## config.mk

```make
export PLATFORM = sky130hd
export DESIGN_NAME = sio_uart
export DESIGN_NICKNAME = d
export VERILOG_FILES = /design/src/rtl/sio_pkg.sv /design/src/rtl/sio_baud.sv /design/src/rtl/sio_tx.sv /design/src/rtl/sio_rx.sv /design/src/rtl/sio_rxbuf.sv /design/src/rtl/sio_uart.sv
export SDC_FILE = /design/constraint.sdc
export NUM_CORES = 1
export LEC_CHECK = 0
export BUFFER_PORTS_ARGS = -buffer_cell sky130_fd_sc_hd__buf_2
export CORE_MARGIN = 3
export CORE_UTILIZATION = 25
export DETAILED_ROUTE_END_ITERATION = 8
export GPL_ROUTABILITY_DRIVEN = 1
export SLEW_MARGIN = 15
export SYNTH_ARGS = -nofsm -noshare
export SYNTH_HDL_FRONTEND = slang
export SYNTH_HIERARCHICAL = 1
export SYNTH_SLANG_ARGS = --single-unit
```

## constraint.sdc

```tcl
create_clock -name clk -period 2.6 [get_ports clk]
set_clock_uncertainty 0.05 [all_clocks]
set_input_delay 0.39 -clock clk [delete_from_list [all_inputs] [get_ports clk]]
set_output_delay 0.39 -clock clk [all_outputs]
set_load 0.02 [all_outputs]
```

## src/rtl/sio_pkg.sv

```systemverilog
package sio_pkg;
  localparam int FLAG_W = 7;
  localparam int FL_RX1 = 0;
  localparam int FL_RX2 = 1;
  localparam int FL_TXE = 2;
  localparam int FL_END = 3;
  localparam int FL_PAR = 4;
  localparam int FL_FRM = 5;
  localparam int FL_OVR = 6;

  typedef enum logic [2:0] {
    ST_IDLE  = 3'd0,
    ST_START = 3'd1,
    ST_DATA  = 3'd2,
    ST_PAR   = 3'd3,
    ST_STOP  = 3'd4
  } frame_st_t;
endpackage

```

## src/rtl/sio_baud.sv

```systemverilog
module sio_baud #(
  parameter int DIV_W = 8
) (
  input  logic             clk,
  input  logic             srst,
  input  logic [DIV_W-1:0] div,
  output logic             tick
);
  logic [DIV_W-1:0] cnt;

  always_ff @(posedge clk) begin
    if (srst) begin
      cnt  <= '0;
      tick <= 1'b0;
    end else if (cnt == '0) begin
      cnt  <= div;
      tick <= 1'b1;
    end else begin
      cnt  <= cnt - 1'b1;
      tick <= 1'b0;
    end
  end

  // the down-counter never exceeds the programmed reload
  p_cnt_bound_r1: assert property (@(posedge clk) disable iff (srst)
    (tick && $stable(div)) |-> (cnt <= div));
endmodule

```

## src/rtl/sio_tx.sv

```systemverilog
module sio_tx import sio_pkg::*; #(
  parameter int DATA_W = 8,
  parameter int OVS    = 16
) (
  input  logic              clk,
  input  logic              srst,
  input  logic              tick,
  input  logic              len8,
  input  logic              par_en,
  input  logic              par_odd,
  input  logic              stop2,
  input  logic              load_vld,
  input  logic [DATA_W-1:0] load_data,
  output logic              load_ack,
  output logic              line,
  output logic              busy,
  output logic              done
);
  localparam int TW = $clog2(OVS);
  localparam int BW = $clog2(DATA_W);

  frame_st_t         state;
  logic [TW-1:0]     tcnt;
  logic [BW-1:0]     bidx;
  logic [DATA_W-1:0] sh;
  logic              pbit;
  logic              sbit;
  logic [DATA_W-1:0] lmask;
  logic              bit_end;
  logic [BW-1:0]     last_idx;

  assign load_ack = (state == ST_IDLE) && load_vld;
  assign busy     = (state != ST_IDLE);
  assign lmask    = len8 ? load_data : {1'b0, load_data[DATA_W-2:0]};
  assign bit_end  = tick && (tcnt == TW'(OVS-1));
  assign last_idx = len8 ? BW'(DATA_W-1) : BW'(DATA_W-2);

  always_ff @(posedge clk) begin
    if (srst) begin
      state <= ST_IDLE;
      tcnt  <= '0;
      bidx  <= '0;
      sh    <= '0;
      pbit  <= 1'b0;
      sbit  <= 1'b0;
      line  <= 1'b1;
      done  <= 1'b0;
    end else begin
      done <= 1'b0;
      if (tick) tcnt <= bit_end ? '0 : tcnt + 1'b1;
      case (state)
        ST_IDLE: begin
          line <= 1'b1;
          if (load_vld) begin
            sh    <= load_data;
            pbit  <= (^lmask) ^ par_odd;
            tcnt  <= '0;
            line  <= 1'b0;
            state <= ST_START;
          end
        end
        ST_START: if (bit_end) begin
          line  <= sh[0];
          bidx  <= '0;
          state <= ST_DATA;
        end
        ST_DATA: if (bit_end) begin
          if (bidx == last_idx) begin
            sbit <= 1'b0;
            if (par_en) begin
              line  <= pbit;
              state <= ST_PAR;
            end else begin
              line  <= 1'b1;
              state <= ST_STOP;
            end
          end else begin
            bidx <= bidx + 1'b1;
            sh   <= sh >> 1;
            line <= sh[1];
          end
        end
        ST_PAR: if (bit_end) begin
          line  <= 1'b1;
          state <= ST_STOP;
        end
        ST_STOP: if (bit_end) begin
          if (stop2 && !sbit) begin
            sbit <= 1'b1;
          end else begin
            done  <= 1'b1;
            state <= ST_IDLE;
          end
        end
        default: state <= ST_IDLE;
      endcase
    end
  end

  // start bit is driven low, stop bits are driven high
  p_start_low_r2: assert property (@(posedge clk) disable iff (srst)
    (state == ST_START) |-> !line);
  p_stop_high_r2: assert property (@(posedge clk) disable iff (srst)
    (state == ST_STOP) |-> line);
  // completion pulse only as the transmitter goes idle
  p_done_idle_r14: assert property (@(posedge clk) disable iff (srst)
    done |-> (state == ST_IDLE));
endmodule

```

## src/rtl/sio_rx.sv

```systemverilog
module sio_rx import sio_pkg::*; #(
  parameter int DATA_W = 8,
  parameter int OVS    = 16
) (
  input  logic              clk,
  input  logic              srst,
  input  logic              tick,
  input  logic              rxd,
  input  logic              len8,
  input  logic              par_en,
  input  logic              par_odd,
  output logic              done,
  output logic [DATA_W-1:0] data,
  output logic              perr,
  output logic              ferr,
  output logic              busy
);
  localparam int TW = $clog2(OVS);
  localparam int BW = $clog2(DATA_W);

  frame_st_t         state;
  logic [TW-1:0]     tcnt;
  logic [BW-1:0]     bidx;
  logic [DATA_W-1:0] sh;
  logic              pbit;
  logic [DATA_W-1:0] dfull;
  logic              bit_end;
  logic              mid_end;
  logic [BW-1:0]     last_idx;

  assign busy     = (state != ST_IDLE);
  assign dfull    = len8 ? sh : {1'b0, sh[DATA_W-1:1]};
  assign bit_end  = tick && (tcnt == TW'(OVS-1));
  assign mid_end  = tick && (tcnt == TW'(OVS/2-1));
  assign last_idx = len8 ? BW'(DATA_W-1) : BW'(DATA_W-2);

  always_ff @(posedge clk) begin
    if (srst) begin
      state <= ST_IDLE;
      tcnt  <= '0;
      bidx  <= '0;
      sh    <= '0;
      pbit  <= 1'b0;
      done  <= 1'b0;
      data  <= '0;
      perr  <= 1'b0;
      ferr  <= 1'b0;
    end else begin
      done <= 1'b0;
      case (state)
        ST_IDLE: if (!rxd) begin
          tcnt  <= '0;
          state <= ST_START;
        end
        ST_START: if (mid_end) begin
          tcnt <= '0;
          bidx <= '0;
          state <= rxd ? ST_IDLE : ST_DATA;
        end else if (tick) begin
          tcnt <= tcnt + 1'b1;
        end
        ST_DATA: if (bit_end) begin
          tcnt <= '0;
          sh   <= {rxd, sh[DATA_W-1:1]};
          if (bidx == last_idx) state <= par_en ? ST_PAR : ST_STOP;
          else                  bidx  <= bidx + 1'b1;
        end else if (tick) begin
          tcnt <= tcnt + 1'b1;
        end
        ST_PAR: if (bit_end) begin
          tcnt  <= '0;
          pbit  <= rxd;
          state <= ST_STOP;
        end else if (tick) begin
          tcnt <= tcnt + 1'b1;
        end
        ST_STOP: if (bit_end) begin
          tcnt  <= '0;
          data  <= dfull;
          perr  <= par_en && (pbit != ((^dfull) ^ par_odd));
          ferr  <= !rxd;
          done  <= 1'b1;
          state <= ST_IDLE;
        end else if (tick) begin
          tcnt <= tcnt + 1'b1;
        end
        default: state <= ST_IDLE;
      endcase
    end
  end

  // a start bit high at its midpoint aborts back to idle
  p_false_start_r4: assert property (@(posedge clk) disable iff (srst)
    (state == ST_START && mid_end && rxd) |=> (state == ST_IDLE));
  // a frame result is only produced as the receiver leaves the stop bit
  p_done_idle_r7: assert property (@(posedge clk) disable iff (srst)
    done |-> (state == ST_IDLE && $past(state) == ST_STOP));
endmodule

```

## src/rtl/sio_rxbuf.sv

```systemverilog
module sio_rxbuf #(
  parameter int DATA_W = 8,
  parameter int DEPTH  = 2,
  localparam int PTR_W = (DEPTH > 1) ? $clog2(DEPTH) : 1,
  localparam int LVL_W = $clog2(DEPTH+1)
) (
  input  logic              clk,
  input  logic              srst,
  input  logic              push,
  input  logic [DATA_W-1:0] push_data,
  input  logic              pop,
  output logic [DATA_W-1:0] head,
  output logic [LVL_W-1:0]  level,
  output logic              acc,
  output logic              pop_ok,
  output logic              drop
);
  logic [DATA_W-1:0] mem [DEPTH];
  logic [PTR_W-1:0]  wptr, rptr;

  function automatic logic [PTR_W-1:0] nxt(input logic [PTR_W-1:0] p);
    return (p == PTR_W'(DEPTH-1)) ? '0 : p + 1'b1;
  endfunction

  assign pop_ok = pop && (level != '0);
  assign acc    = push && ((level != LVL_W'(DEPTH)) || pop_ok);
  assign drop   = push && !acc;
  assign head   = mem[rptr];

  always_ff @(posedge clk) begin
    if (acc) mem[wptr] <= push_data;
  end

  always_ff @(posedge clk) begin
    if (srst) begin
      wptr  <= '0;
      rptr  <= '0;
      level <= '0;
    end else begin
      if (acc)    wptr <= nxt(wptr);
      if (pop_ok) rptr <= nxt(rptr);
      case ({acc, pop_ok})
        2'b10:   level <= level + 1'b1;
        2'b01:   level <= level - 1'b1;
        default: level <= level;
      endcase
    end
  end

  // occupancy never passes the depth; a dropped frame leaves it full
  p_no_overflow_r6: assert property (@(posedge clk) disable iff (srst)
    level <= LVL_W'(DEPTH));
  p_drop_keeps_r6: assert property (@(posedge clk) disable iff (srst)
    drop |=> (level == LVL_W'(DEPTH)));
endmodule

```

## src/rtl/sio_uart.sv

```systemverilog
module sio_uart import sio_pkg::*; #(
  parameter int DIV_W    = 8,
  parameter int DATA_W   = 8,
  parameter int OVS      = 16,
  parameter int RX_DEPTH = 2,
  parameter int SYNC_N   = 2,
  localparam int LVL_W   = $clog2(RX_DEPTH+1)
) (
  input  logic              clk,
  input  logic              rst,
  input  logic              soft_rst,
  input  logic [DIV_W-1:0]  cfg_div,
  input  logic              cfg_len8,
  input  logic              cfg_par_en,
  input  logic              cfg_par_odd,
  input  logic              cfg_stop2,
  input  logic              cfg_inv_tx,
  input  logic              cfg_inv_rx,
  input  logic              wr_en,
  input  logic [DATA_W-1:0] wr_data,
  output logic              tx_full,
  input  logic              rd_en,
  output logic [DATA_W-1:0] rd_data,
  output logic [LVL_W-1:0]  rx_level,
  output logic              tx_busy,
  output logic              rx_busy,
  input  logic [FLAG_W-1:0] irq_en,
  input  logic [FLAG_W-1:0] irq_clr,
  output logic [FLAG_W-1:0] irq_flags,
  output logic              irq,
  input  logic              dma_rx_en,
  input  logic              dma_tx_en,
  output logic              dma_rx_req,
  output logic              dma_tx_req,
  input  logic              rx_pin,
  output logic              tx_pin
);
  logic              srst;
  logic              tick;
  logic [SYNC_N-1:0] sy;
  logic              rxd;
  logic [DATA_W-1:0] tx_hold;
  logic              ld_ack, tx_line, tx_done;
  logic              rx_done, rx_perr, rx_ferr;
  logic [DATA_W-1:0] rx_data;
  logic              rx_acc, rx_pop_ok, rx_drop;
  logic [FLAG_W-1:0] set_v;

  assign srst = rst | soft_rst;

  always_ff @(posedge clk) begin
    if (srst) sy <= '1;
    else      sy <= {sy[SYNC_N-2:0], rx_pin};
  end
  assign rxd    = sy[SYNC_N-1] ^ cfg_inv_rx;
  assign tx_pin = tx_line ^ cfg_inv_tx;

  sio_baud #(.DIV_W(DIV_W)) u_baud (
    .clk(clk), .srst(srst), .div(cfg_div), .tick(tick));

  sio_tx #(.DATA_W(DATA_W), .OVS(OVS)) u_tx (
    .clk(clk), .srst(srst), .tick(tick), .len8(cfg_len8), .par_en(cfg_par_en),
    .par_odd(cfg_par_odd), .stop2(cfg_stop2), .load_vld(tx_full),
    .load_data(tx_hold), .load_ack(ld_ack), .line(tx_line), .busy(tx_busy),
    .done(tx_done));

  sio_rx #(.DATA_W(DATA_W), .OVS(OVS)) u_rx (
    .clk(clk), .srst(srst), .tick(tick), .rxd(rxd), .len8(cfg_len8),
    .par_en(cfg_par_en), .par_odd(cfg_par_odd), .done(rx_done), .data(rx_data),
    .perr(rx_perr), .ferr(rx_ferr), .busy(rx_busy));

  sio_rxbuf #(.DATA_W(DATA_W), .DEPTH(RX_DEPTH)) u_rxbuf (
    .clk(clk), .srst(srst), .push(rx_done), .push_data(rx_data), .pop(rd_en),
    .head(rd_data), .level(rx_level), .acc(rx_acc), .pop_ok(rx_pop_ok),
    .drop(rx_drop));

  // transmit holding register
  always_ff @(posedge clk) begin
    if (srst) begin
      tx_full <= 1'b0;
      tx_hold <= '0;
    end else if (ld_ack) begin
      tx_full <= 1'b0;
    end else if (wr_en && !tx_full) begin
      tx_full <= 1'b1;
      tx_hold <= wr_data;
    end
  end

  always_comb begin
    set_v         = '0;
    set_v[FL_RX1] = rx_acc;
    set_v[FL_RX2] = rx_acc && !rx_pop_ok && (rx_level == LVL_W'(RX_DEPTH-1));
    set_v[FL_TXE] = ld_ack;
    set_v[FL_END] = tx_done && !tx_full;
    set_v[FL_PAR] = rx_done && rx_perr;
    set_v[FL_FRM] = rx_done && rx_ferr;
    set_v[FL_OVR] = rx_drop;
  end

  always_ff @(posedge clk) begin
    if (srst) begin
      irq_flags  <= '0;
      irq        <= 1'b0;
      dma_rx_req <= 1'b0;
      dma_tx_req <= 1'b0;
    end else begin
      irq_flags  <= (irq_flags & ~irq_clr) | set_v;
      irq        <= |(irq_flags & irq_en);
      dma_rx_req <= dma_rx_en && set_v[FL_RX1];
      dma_tx_req <= dma_tx_en && set_v[FL_TXE];
    end
  end

  // the transmitter only takes a byte from an occupied holding register
  p_ack_full_r8: assert property (@(posedge clk) disable iff (srst)
    ld_ack |-> tx_full);
  // write-one clears a flag when no new event arrives
  p_w1c_r10: assert property (@(posedge clk) disable iff (srst)
    (irq_clr[FL_OVR] && !rx_drop) |=> !irq_flags[FL_OVR]);
  // DMA strobes only when their enable was set
  p_dma_rx_gate_r11: assert property (@(posedge clk) disable iff (srst)
    dma_rx_req |-> $past(dma_rx_en));
  p_dma_tx_gate_r11: assert property (@(posedge clk) disable iff (srst)
    dma_tx_req |-> $past(dma_tx_en));
endmodule

```

Word level (Yosys, flattened, before mapping)
Memories as Yosys holds them, arrays and structs flattened. A register that Yosys moved wholly into a read port is not among the register bits.
Index checks and enable logic that the tools add are counted.
W data, S select, Z words.
{"block": "totals", "output_inout_bits": 24, "elab_cells": 206, "reg_bits": 86, "latchBits": 0, "ramBits": 16, "mem_bits_ro": 0, "memories": 1}
{"name": "u_rxbuf.mem", "depth": 2, "word_bits": 8, "rd": 1, "rd_ports_with_merged_regs": 1, "write_ports": 1, "line": "sio_rxbuf.sv:18", "text": "logic [DATA_W-1:0] mem [DEPTH];"}
{"block": "classes", "bitwise": 13, "reduce_logical": 56, "n_eq_ne": 34, "n_shift": 0, "n_div": 0, "addsub": 9, "mux": 64, "order_cmp": 0, "mul": 0}
{"operator": "$mux W3", "count": 20}
{"operator": "$mux W8", "count": 6}
{"operator": "$mux W4", "count": 8}
{"operator": "$pmux W3 S5", "count": 2}
{"operator": "$ne A2 B1 Y1 const B", "count": 11}
{"operator": "$mux W1", "count": 20}
{"operator": "$logic_and A1 B1 Y1", "count": 17}
{"operator": "$pmux W8 S2", "count": 1}
{"operator": "$reduce_and A4 Y1", "count": 4}
{"operator": "$reduce_xor A8 Y1", "count": 2}
{"operator": "$and A7 B7 Y7", "count": 2}
{"operator": "$eq A3 B2 Y1 const B", "count": 4}
{"operator": "$ne A2 B2 Y1 const B", "count": 6}
{"operator": "$pmux W3 S2", "count": 2}
{"operator": "$pmux W4 S3", "count": 1}
{"operator": "$reduce_and A2 Y1", "count": 6}
{"operator": "$reduce_bool A2 Y1", "count": 6}
{"operator": "$reduce_bool A3 Y1", "count": 3}
{"operator": "$add A4 B1 Y4 const B", "count": 2}
{"operator": "$eq A4 B4 Y1 const B", "count": 2}
{"operator": "$logic_not A8 Y1", "count": 1}
{"operator": "$sub A8 B1 Y8 const B", "count": 1}
{"operator": "$not A7 Y7", "count": 1}
{"operator": "$or A7 B7 Y7", "count": 1}
{"operator": "other kinds (28)", "count": 47}

Longest topological paths before layout
Gate-level depths: netlist of the first run.
{"block": "depth", "word_depth": 7, "depth_mapped": 7}

Modules after synthesis
The synthesis of the first run kept the hierarchy.
{"module": "sio_rx", "area_per_inst_um2": 1521.5, "seq_area_each_um2": 600.6, "instances": 1, "cells_each": 174}
{"module": "sio_tx", "area_per_inst_um2": 1243.7, "seq_area_each_um2": 440.4, "instances": 1, "cells_each": 130}
{"module": "sio_rxbuf", "area_per_inst_um2": 837.1, "seq_area_each_um2": 580.6, "instances": 1, "cells_each": 55}
{"module": "sio_uart", "area_per_inst_um2": 769.5, "seq_area_each_um2": 420.4, "instances": 1, "cells_each": 78}
{"module": "sio_baud", "area_per_inst_um2": 510.5, "seq_area_each_um2": 180.2, "instances": 1, "cells_each": 56}

Worst setup path before layout of the first run
OpenSTA, ideal clock, no wires.
{"block": "synth_timing", "path_type": "reg-to-reg", "from": "register u_baud.cnt[0]", "to": "register u_baud.cnt[0]", "path_stages_with_launch": 8, "setup_slack_ns": 0.759, "t_required_ns": 2.471, "synth_period_minus_slack_ns": 1.841, "arrival_time_ns": 1.711, "cell_sequence": "dfxtp_1 inv_1 ha_1 or3b_2 clkbuf_1 or2_1 buf_6 a211oi_2"}
{"block": "synth_via", "elab_chain_len": 2, "elab_cells_between_ends": 3}
{"item": "start, declared", "line": "sio_baud.sv:9", "text": "logic [DIV_W-1:0] cnt;"}
{"item": "start signal, assigned", "line": "sio_baud.sv:16", "text": "cnt <= div;"}
{"item": "start signal, assigned", "line": "sio_baud.sv:19", "text": "cnt <= cnt - 1'b1;"}
{"item": "$sub A8 B1 Y8 or $logic_not A8 Y1 (tied branches)", "line": "sio_baud.sv:19, sio_baud.sv:15"}
{"item": "$mux W8 (*)", "line": "sio_baud.sv:15", "text": "end else if (cnt == '0) begin"}
Every way passes the cells marked *; elsewhere a longest branch is shown, timed or not.
A chain may end at the register's enable or synchronous reset.

Worst setup path after layout of the first run
{"block": "layout_timing", "from": "register u_baud.tick", "to": "register u_rx.data[0]"}
{"block": "layout_via", "elab_chain_len": 2}
{"item": "start, declared", "line": "sio_baud.sv:7", "text": "output logic tick"}
{"item": "start signal, assigned", "line": "sio_baud.sv:14", "text": "tick <= 1'b0;"}
{"item": "start signal, assigned", "line": "sio_baud.sv:17", "text": "tick <= 1'b1;"}
{"item": "start signal, assigned", "line": "sio_baud.sv:20", "text": "tick <= 1'b0;"}
{"item": "$logic_and A1 B1 Y1", "line": "sio_rx.sv:33", "text": "assign bit_end = tick && (tcnt == TW'(OVS-1));"}
{"item": "$reduce_and A2 Y1 (no line)"}
{"item": "end signal, assigned", "line": "sio_rx.sv:79", "text": "data <= dfull;"}
{"item": "end, declared", "line": "sio_rx.sv:13", "text": "output logic [DATA_W-1:0] data,"}
Every way passes these cells.

==> out/results.ini, run 1 <==
[logic_synthesis]
synth.lib_cells_used.distinct = 77
netlist.top_cell.by_area = sky130_fd_sc_hd__dfxtp_1
synth_most_common_cell = sky130_fd_sc_hd__dfxtp_1
total_nets_after_synthesis = 543
asyncSetResetFlopFracSynth = 0
synthDominantCellAreaShare = 0.357
ys_top_cells_by_area = sky130_fd_sc_hd__dfxtp_1, sky130_fd_sc_hd__edfxtp_1, sky130_fd_sc_hd__mux2i_1
ys_top_cells_by_count = sky130_fd_sc_hd__dfxtp_1, sky130_fd_sc_hd__nor2_1, sky130_fd_sc_hd__mux2i_1
mappedNetlistArea_um2 = 4880
synthesis.instances = 493
synth-edff-count = 16
yosysWarningCount = 6
dominantRegCellSynth = sky130_fd_sc_hd__dfxtp_1
synth-seq-cells = 103
synth_sequential_area_ratio = 0.455
post_synth.cell_area_avg_um2 = 9.90

[die]
die-area_um2 = 21200
fp.dieW_um = 146
area_of_the_placeable_core_um2 = 19000
floorplan_die_height_um = 146
std_cell_rows = 50
initial_core_util = 0.258
pin_count = 68

[drt]
route.detailed.wl_per_inst_um = 12.4
detailroute.via_count = 3617
detail_route.drc_violations = 0
postRouteWirelength_um = 10100
drt_pass1_iterations = 4
ant_nets = 0
vias_per_cell = 4.42
detail_route.iter0.violations = 155

[place]
rd_place_congestion = 0.785
numPortBuffers = 67
dp.final_hpwl_um = 7340
dp_cells = 802

[clock_network]
cts_root_buffer = sky130_fd_sc_hd__clkbuf_16
cts_buffers = 9
postCtsSetupBuffers = 0
holdBufCountCts = 0
cts_repair_resize_count = 0
cts_num_sinks = 103
clock_latency_ns = 0.36
clock_path_buffers = 2
tritoncts = built
cts.reportedPaths.clkPinSlew_ns = 0.08
htreeDepth = 3

[setup_path]
crit_fanout = 16
cpPeakStageDelay_ns = 0.63
cp_data_required_time_ns = 2.82
critPathKind = flop to flop
setup.worst_path.end_class = flop
start_kind = flop
slowest_cell_on_crit_path = sky130_fd_sc_hd__dfxtp_1
cp.arrival_ns = 2.21
crit_chain = nand4_1 -> nor2_2 -> nor2_1 -> a311oi_1

[layout]
fin_nets = 603
finalCoreUtilization = 0.302
finish.cell_count_without_fillers = 818
antenna_cells = 0
fillerInstances = 1972
flow.area_growth_from_synthesis_pct = 17.1
post_route_cells_drive_above_1_share = 0.222

[hold_path]
min-delay-path-class = input port to flop

[timing]
max_slew.worst_pin.slew_ns = 0.855
fmaxAchievable_mhz = 503
slew_viol_final = 0
unrepaired_setup_endpoints_after_global_routing = false
timing_hold_violations_final = 0
timing.max_slew.rel_slack = 0.427
final-setup-viol-count = 0
period_share = 0.765
final.min_clock_period_ns = 1.99
final_sum_of_negative_setup_slack_ns = 0

[power_and_ir_drop]
power.switching_mw = 0.964
power_mw = 3.49
cell_internal_pwr_mw = 2.52
seq_power_share = 0.488
net_switching_fraction_of_the_power = 0.276
power-per-cell-area_nw_per_um2 = 610
clock_power_share = 0.394
p_comb_frac = 0.118
p_leak_nw = 2.06
vdd.ir_drop.worst_v = 0.000517

[status]
status = completed

[grt]
global_route.usage.total = 0.0937
grt_overflow = 0
antenna_violations_before_repair = 3
first_global_vias = 3274
grt_start_max_net_pins = 31
global_route_wire_length_before_repair_um = 16400

[job]
drv_cap = 0

## stage by stage
stage	hold WS, ns	cell area [um2]	worst slack [ns]
floorplan	0.334	4880	0.759
global placement	0.346	5410	0.654
detailed placement	0.351	5410	0.627
CTS	0.152	5720	0.607
global route	0.180	5720	0.357
finish	0.170	5720	0.610
## worst max-delay path, delay by kind of cell, from the launching register on
| kind | cells | cell delay [ns] |
|---|---|---|
| AOI/OAI and AO/OA | 1 | 0.24 |
| and+or+nand+nor | 3 | 0.99 |
| DFF | 1 | 0.63 |
## power by group through the flow
stage	combinational (mW)	clock [mW]	sequential, mW
finish	0.413	1.37	1.70
global route	0.464	1.48	1.71
CTS	0.418	1.42	1.70
detailed placement	0.414	0	1.74
global placement	0.414	0	1.74
floorplan	0.362	0	1.72
## cells in the final DEF, fill, tap and decap left out, types with 5 or more instances in the layout
master and n:
sky130_fd_sc_hd__o21ai_0 9, sky130_fd_sc_hd__o21a_1 5, sky130_fd_sc_hd__mux2_2 6, sky130_fd_sc_hd__mux2i_1 36, sky130_fd_sc_hd__nor2b_1 5, sky130_fd_sc_hd__a211oi_1 15, sky130_fd_sc_hd__buf_4 7, sky130_fd_sc_hd__nor3_1 13
sky130_fd_sc_hd__edfxtp_1 16, sky130_fd_sc_hd__a21oi_1 24, sky130_fd_sc_hd__xor2_1 8, sky130_fd_sc_hd__or3_1 7, sky130_fd_sc_hd__clkbuf_16 9, sky130_fd_sc_hd__ha_1 6, sky130_fd_sc_hd__nor2_1 70, sky130_fd_sc_hd__nand2_1 21
sky130_fd_sc_hd__buf_2 67, sky130_fd_sc_hd__inv_1 13, sky130_fd_sc_hd__dfxtp_1 87, sky130_fd_sc_hd__nand3_1 13, sky130_fd_sc_hd__xnor2_1 16, sky130_fd_sc_hd__nand2b_1 14
## routing by layer
| layer | share of wire | track usage |
|---|---|---|
| met1 | 0.50 | 0.130 |
| met5 | 0.0040 | 0 |
| met3 | 0.075 | 0.0383 |
| met4 | 0.012 | 0.0290 |
| met2 | 0.41 | 0.132 |
## cells by family (layout without fill, tap and decap cells)
logic type / count (synthesis) / after routing / share of synthesized area
XOR/XNOR: 26 / 26 / 0.0523
flip-flops: 103 / 103 / 0.455
multiplexers: 45 / 45 / 0.0946
buffers and inverters: 38 / 103 / 0.0484
adder cells (fa/ha/maj): 6 / 6 / 0.0154
AO/OA/AOI/OAI: 97 / 97 / 0.144
AND/OR/NAND/NOR: 178 / 178 / 0.190
## registers in the layout (all words and copies together), names as in the netlist, 4 cells and up, named ones only
signal,flops
u_rx/sh,8
u_tx/sh,8
u_rxbuf/mem,16
u_tx/tcnt,4
u_baud/cnt,8
irq_flags,7
u_rx/data,8
u_rx/tcnt,4
tx_hold,8
## path summary, 6_finish.rpt
| kind | to | slack [ns] | cells past startpoint | from |
|---|---|---|---|---|
| min reg2reg | sy[1]$_SDFF_PP1_ | 0.36 | 1 | sy[0]$_SDFF_PP1_ |
| max reg2reg | u_rx/data[0]$_SDFFE_PP0P_ | 0.61 | 4 | u_baud/tick$_SDFF_PP0_ |
| min | sy[0]$_SDFF_PP1_ | 0.17 | 2 | rx_pin |
| max | u_rx/data[0]$_SDFFE_PP0P_ | 0.61 | 4 | u_baud/tick$_SDFF_PP0_ |
## final cells by class
type	instances	area (um2)	share of cell area
well taps	260	325	0.0569
inverters	13	48.8	0.00853
flip-flops and latches	103	2220	0.389
multi-input cells	352	2420	0.424
clock buffers	9	225	0.0394
clock inverters	7	86.3	0.0151
repair buffers	74	388	0.0678
Note: power is estimated with default switching activity, not from simulation.
==> run 2: changes to the inputs <==
clock period = 1.9 ns   (was 2.6 ns; I/O delays follow)
==> out/results.ini, run 2 (synthesis results as in run 1) <==
[grt]
met1_usage = 0.131  ; +0.000361
gr-max-usage-layer = met2
gr-usage-met3 = 0.0380  ; -0.000311
grt_overflow = 0  ; unchanged
global_route.usage.total = 0.0956  ; +0.00190
global_route_wire_length_before_repair_um = 16900  ; +2.9%
antenna_violations_before_repair = 3  ; unchanged
grt_start_max_net_pins = 32  ; +3.2%
global_route.usage.met2 = 0.139  ; +0.00721
first_global_vias = 3372  ; +3.0%

[die]
area_of_the_placeable_core_um2 = 19000  ; unchanged
initial_core_util = 0.258  ; unchanged
std_cell_rows = 50  ; unchanged
fp.dieW_um = 146  ; unchanged
floorplan_die_height_um = 146  ; unchanged
die-area_um2 = 21200  ; unchanged
pin_count = 68  ; unchanged

[clock_network]
cts_root_buffer = sky130_fd_sc_hd__clkbuf_16
cts.reportedPaths.clkPinSlew_ns = 0.08  ; about the same
clock_latency_ns = 0.35  ; about the same
clock_path_buffers = 2  ; unchanged
holdBufCountCts = 0  ; unchanged
tritoncts = built
cts_repair_resize_count = 0  ; unchanged
postCtsSetupBuffers = 0  ; unchanged
cts_buffers = 9  ; unchanged
cts_num_sinks = 103  ; unchanged
htreeDepth = 3  ; unchanged

[setup_path]
timing.rr.end = u_rx/state[2]$_SDFFE_PP0P_
cp_data_required_time_ns = 2.10  ; -0.72 ns
setup.worst_path.end_class = flop
slowest_cell_on_crit_path = sky130_fd_sc_hd__a311o_1
cp.arrival_ns = 2.00  ; -0.21 ns
start_kind = flop
rrSetupSlack_ns = 0.10  ; -0.51 ns
crit_fanout = 5  ; -11
critPathKind = flop to flop
crit-reg2reg-launch = u_rx/tcnt[0]$_SDFFE_PP0P_
cpPeakStageDelay_ns = 0.38  ; -0.25 ns
reg2regPathDepth = 5  ; +1
crit_chain = ha_1 -> and4_4 -> a311o_1 -> or2_1 -> a31o_1

[timing]
unrepaired_setup_endpoints_after_global_routing = false
layout_setup_ws_ns = 0.104  ; -0.506 ns
timing_hold_violations_final = 0  ; unchanged
max_slew.worst_pin.slew_ns = 0.839  ; -0.0157 ns
final-setup-viol-count = 0  ; unchanged
slew_viol_final = 0  ; unchanged
final.min_clock_period_ns = 1.80  ; -0.194 ns
timing.max_slew.rel_slack = 0.438  ; +0.0105
fmaxAchievable_mhz = 557  ; +11%
final_sum_of_negative_setup_slack_ns = 0  ; unchanged
period_share = 0.945  ; +0.180

[layout]
flow.area_growth_from_synthesis_pct = 20.1
fin_nets = 618  ; +2.5%
post_route_cells_drive_above_1_share = 0.250  ; +0.0273
antenna_cells = 0  ; unchanged
leading_cell_types_in_the_layout_fill_and_taps_excluded = sky130_fd_sc_hd__dfxtp_1, sky130_fd_sc_hd__nor2_1, sky130_fd_sc_hd__buf_2
final_cell_area_um2 = 5870  ; +2.6%
largest_reg_flops = 16  ; unchanged
regMostFlops = u_rxbuf/mem
layout_commonest_cell = sky130_fd_sc_hd__dfxtp_1

[drt]
drt_pass1_iterations = 4  ; unchanged
route.detailed.wl_per_inst_um = 12.4  ; -0.12%
detail_route.iter0.violations = 108  ; -30%
detail_route.drc_violations = 0  ; unchanged
postRouteWirelength_um = 10300  ; +1.7%
vias_per_cell = 4.45  ; +0.64%
ant_nets = 0  ; unchanged
detailroute.via_count = 3707  ; +2.5%

[place]
dp_worst_setup_slack_ns = 0.127  ; -0.500 ns
rd_place_congestion = 0.817  ; +4.1%
placed_area_um2 = 5530  ; +2.3%
numPortBuffers = 67  ; unchanged
dp.final_hpwl_um = 7460  ; +1.7%

[power_and_ir_drop]
power_mw = 4.93  ; +41%
vdd.ir_drop.worst_v = 0.000396  ; -23%
power-per-cell-area_nw_per_um2 = 841  ; +38%
p_leak_nw = 2.15  ; +4.5%

[hold_path]
min-delay-path-class = input port to flop
hold_path_depth = 2  ; unchanged
holdCritStartpoint = rx_pin
hold_path_end = sy[0]$_SDFF_PP1_

[status]
status = completed

[job]
drv_cap = 0  ; unchanged

-- run 2: cell types whose count changed in the layout (fill, tap and decap cells not counted), moves of 2 or more --
cell / change
sky130_fd_sc_hd__buf_4: +14
sky130_fd_sc_hd__clkinv_4: -2
sky130_fd_sc_hd__dfxtp_1: -2
sky130_fd_sc_hd__dfxtp_2: +2
sky130_fd_sc_hd__inv_6: +2
-- run 2: cell type report --
type / count / area, um2
fillers: 1972 / 13100
well taps: 260 / 325
repair buffers: 89 / 513
flip-flops and latches: 103 / 2220
inverters: 13 / 48.8
clock buffers: 9 / 225
multi-input cells: 352 / 2430
clock inverters: 7 / 95.1
-- run 2: worst max-delay path, delay by kind of cell, from the launching register on --
kind,cells,cell delay (ns)
AOI/OAI and AO/OA,2,0.59
adders and majority gates,1,0.25
DFF,1,0.33
and+or+nand+nor,2,0.48
-- run 2: metrics by stage --
stage,std cells,hold slack [ns],utilization
CTS,833,0.0484,0.309
floorplan,493,0.334,-
detailed placement,817,0.339,0.292
global placement,817,0.339,0.292
global route,833,0.0713,0.309
finish,833,0.0673,0.309
-- run 2: worst max path at each step --
stage                     depth (start not counted)                    endpoint  slack [ns]                  startpoint
after CTS                                         3                     rx_busy        0.06  u_rx/state[0]$_SDFFE_PP0P_
final                                             5  u_rx/state[2]$_SDFFE_PP0P_        0.10   u_rx/tcnt[0]$_SDFFE_PP0P_
after detailed placement                          5  u_rx/state[2]$_SDFFE_PP0P_        0.13   u_rx/tcnt[0]$_SDFFE_PP0P_
after global routing                              5  u_rx/state[2]$_SDFFE_PP0P_       0.002   u_rx/tcnt[0]$_SDFFE_PP0P_
after floorplan                                   7    u_baud/cnt[0]$_SDFF_PP0_        0.06    u_baud/cnt[0]$_SDFF_PP0_
after global placement                            6  u_tx/state[0]$_SDFFE_PP0P_        0.13     u_tx/tcnt[0]$_SDFF_PP0_
-- run 2: power breakdown --
group          total, mW  switching (mW)  internal, mW
Sequential          2.32          0.0620          2.26
Clock               1.97           0.906          1.07
Combinational      0.640           0.341         0.298
-- run 2: per-layer routing --
metal  up-vias  share of wire
met2        83           0.41
li1       1925              -
met1      1672           0.50
met4         6          0.017
met5         -         0.0040
met3        21          0.070
==> run 3: changes to the inputs <==
==> constraint.sdc (replaced) <==
create_clock -name clk -period 1.9 [get_ports clk]
set_clock_uncertainty 0.05 [all_clocks]
set_input_delay 0 -clock clk [delete_from_list [all_inputs] [get_ports clk]]
set_output_delay 0 -clock clk [all_outputs]
set_load 0.02 [all_outputs]
==> out/results.ini, run 3 (synthesis results as in run 1) <==
[setup_path]
timing.critical_path.buf_inv = 0  ; unchanged
reg2regPathDepth = 5  ; unchanged
first_element_of_the_critical_path = u_rx/tcnt[0]$_SDFFE_PP0P_
start_kind = flop
crit-reg2reg-launch = u_rx/tcnt[0]$_SDFFE_PP0P_
setup.worst_path.end_class = flop
timing.critical_path.max_delay_family = compound AO/OA/AOI/OAI gates
worstSetupPathDepth = 5  ; unchanged
rrSetupSlack_ns = 0.1  ; about the same
worst_setup_path_endpoint = u_rx/state[2]$_SDFFE_PP0P_
timing.rr.end = u_rx/state[2]$_SDFFE_PP0P_
crit_chain = ha_1 -> and4_4 -> a311o_1 -> or2_1 -> a31o_1
critPathKind = flop to flop
cpPeakStageDelay_ns = 0.38  ; about the same
cp.arrival_ns = 2.01  ; about the same
crit_fanout = 5  ; unchanged
cp_data_required_time_ns = 2.10  ; about the same
slowest_cell_on_crit_path = sky130_fd_sc_hd__a311o_1

[power_and_ir_drop]
vdd.ir_drop.worst_v = 0.000386  ; -2.6%
p_comb_frac = 0.141  ; +0.011
cell_internal_pwr_mw = 3.56  ; -1.7%
p_leak_nw = 2.28  ; +6.2%
power.switching_mw = 1.36  ; +3.6%
seq_power_share = 0.472  ; +0.002
power-per-cell-area_nw_per_um2 = 792  ; -5.8%
power_mw = 4.92  ; -0.26%
net_switching_fraction_of_the_power = 0.276  ; +0.0102
clock_power_share = 0.388  ; -0.012

[timing]
slew_viol_final = 0  ; unchanged
max_slew.worst_pin.slew_ns = 0.823  ; -0.0162 ns
timing.max_slew.rel_slack = 0.449  ; +0.0108
fmaxAchievable_mhz = 554  ; -0.48%
timing_hold_violations_final = 0  ; unchanged
final-setup-viol-count = 0  ; unchanged
final.min_clock_period_ns = 1.80  ; +0.00874 ns
unrepaired_setup_endpoints_after_global_routing = false
final_sum_of_negative_setup_slack_ns = 0  ; unchanged
period_share = 0.950  ; +0.00460
layout_setup_ws_ns = 0.0954  ; -0.00874 ns

[layout]
antenna_cells = 0  ; unchanged
fillerInstances = 1917  ; -2.8%
post_route_cells_drive_above_1_share = 0.231  ; -0.0184
flow.area_growth_from_synthesis_pct = 27.2
leading_cell_types_in_the_layout_fill_and_taps_excluded = sky130_fd_sc_hd__dfxtp_1, sky130_fd_sc_hd__nor2_1, sky130_fd_sc_hd__buf_2
largest_reg_flops = 16  ; unchanged
layout_commonest_cell = sky130_fd_sc_hd__dfxtp_1
finalCoreUtilization = 0.328  ; +0.0183
finish.cell_count_without_fillers = 870  ; +4.4%
regMostFlops = u_rxbuf/mem
fin_nets = 655  ; +6.0%

[drt]
detailroute.via_count = 3830  ; +3.3%
ant_nets = 0  ; unchanged
postRouteWirelength_um = 10600  ; +2.9%
detail_route.iter0.violations = 149  ; +38%
route.detailed.wl_per_inst_um = 12.2  ; -1.5%
detail_route.drc_violations = 0  ; unchanged
drt_pass1_iterations = 4  ; unchanged
vias_per_cell = 4.40  ; -1.1%

[clock_network]
cts_num_sinks = 103  ; unchanged
clock_path_buffers = 2  ; unchanged
htreeDepth = 3  ; unchanged
cts_buffers = 9  ; unchanged
tritoncts = built
cts.reportedPaths.clkPinSlew_ns = 0.08  ; about the same
clock_latency_ns = 0.35  ; about the same
cts_root_buffer = sky130_fd_sc_hd__clkbuf_16

[grt]
global_route.usage.total = 0.0994  ; +0.00381
grt_overflow = 0  ; unchanged
antenna_violations_before_repair = 2  ; -1
gr-usage-met3 = 0.0330  ; -0.00498
met1_usage = 0.133  ; +0.00212
gr-max-usage-layer = met2
global_route_wire_length_before_repair_um = 17500  ; +3.5%
first_global_vias = 3586  ; +6.3%
grt_start_max_net_pins = 26  ; -19%
global_route.usage.met2 = 0.152  ; +0.0128

[hold_path]
min-delay-path-class = input port to flop
hold_path_depth = 3  ; +1

[place]
dp_worst_setup_slack_ns = 0.112  ; -0.0154 ns
dp_cells = 814  ; -0.37%
rd_place_congestion = 0.748  ; -8.6%
dp.final_hpwl_um = 7410  ; -0.65%
numPortBuffers = 67  ; unchanged

[die]
area_of_the_placeable_core_um2 = 19000  ; unchanged
std_cell_rows = 50  ; unchanged
floorplan_die_height_um = 146  ; unchanged
initial_core_util = 0.258  ; unchanged
pin_count = 68  ; unchanged
fp.dieW_um = 146  ; unchanged
die-area_um2 = 21200  ; unchanged

[job]
drv_cap = 0  ; unchanged

[status]
status = completed

-- run 3: area by class of cell --
cell class / count / area, um2 / area share
clock inverter: 7 / 91.3 / 0.0147
sequential: 103 / 2220 / 0.358
timing repair buffer: 126 / 871 / 0.140
multi-input combinational: 352 / 2430 / 0.391
inverter: 13 / 48.8 / 0.00785
tap: 260 / 325 / 0.0524
clock buffer: 9 / 225 / 0.0363
-- run 3: layer usage --
layer  routed length, um  vias up
met5                  21        -
met4                  68        4
met3                 571        9
met2                4630       67
met1                5300     1747
li1                    -     2003
-- run 3: through the flow --
step / area (um2) / hold slack (ns)
final: 6210 / 0.0339
after global routing: 6210 / 0.0559
after CTS: 6180 / 0.0141
after detailed placement: 5500 / 0.157
after global placement: 5500 / 0.163
after floorplan: 4880 / 0.0488
-- run 3: power by group through the flow --
| stage | clock (mW) | combinational, mW | sequential, mW |
|---|---|---|---|
| floorplan | 0 | 0.495 | 2.35 |
| global placement | 0 | 0.627 | 2.37 |
| detailed placement | 0 | 0.628 | 2.37 |
| CTS | 1.99 | 0.684 | 2.32 |
| global route | 2.05 | 0.779 | 2.33 |
| finish | 1.91 | 0.693 | 2.32 |
-- run 3: how the worst min path moves through the flow --
stage,from,end
after floorplan,rx_pin,sy[0]$_SDFF_PP1_
after global placement,soft_rst,sy[0]$_SDFF_PP1_
after detailed placement,rx_pin,sy[0]$_SDFF_PP1_
after CTS,cfg_div[2],u_baud/cnt[2]$_SDFF_PP0_
after global routing,cfg_div[2],u_baud/cnt[2]$_SDFF_PP0_
final,cfg_div[2],u_baud/cnt[2]$_SDFF_PP0_
-- run 3: timing repair --
item,CTS,global route
endpoints found under the setup margin,0,4
gates resized for setup,0,3
hold buffers,37,0
setup buffers,0,3
endpoints found under the hold margin,31,0
-- run 3: worst reg2reg max path, stage by stage (launching register included) --
cell                      delay (ns)
sky130_fd_sc_hd__dfxtp_1        0.33
sky130_fd_sc_hd__ha_1           0.25
sky130_fd_sc_hd__and4_4         0.23
sky130_fd_sc_hd__a311o_1        0.38
sky130_fd_sc_hd__or2_1          0.25
sky130_fd_sc_hd__a31o_1         0.21
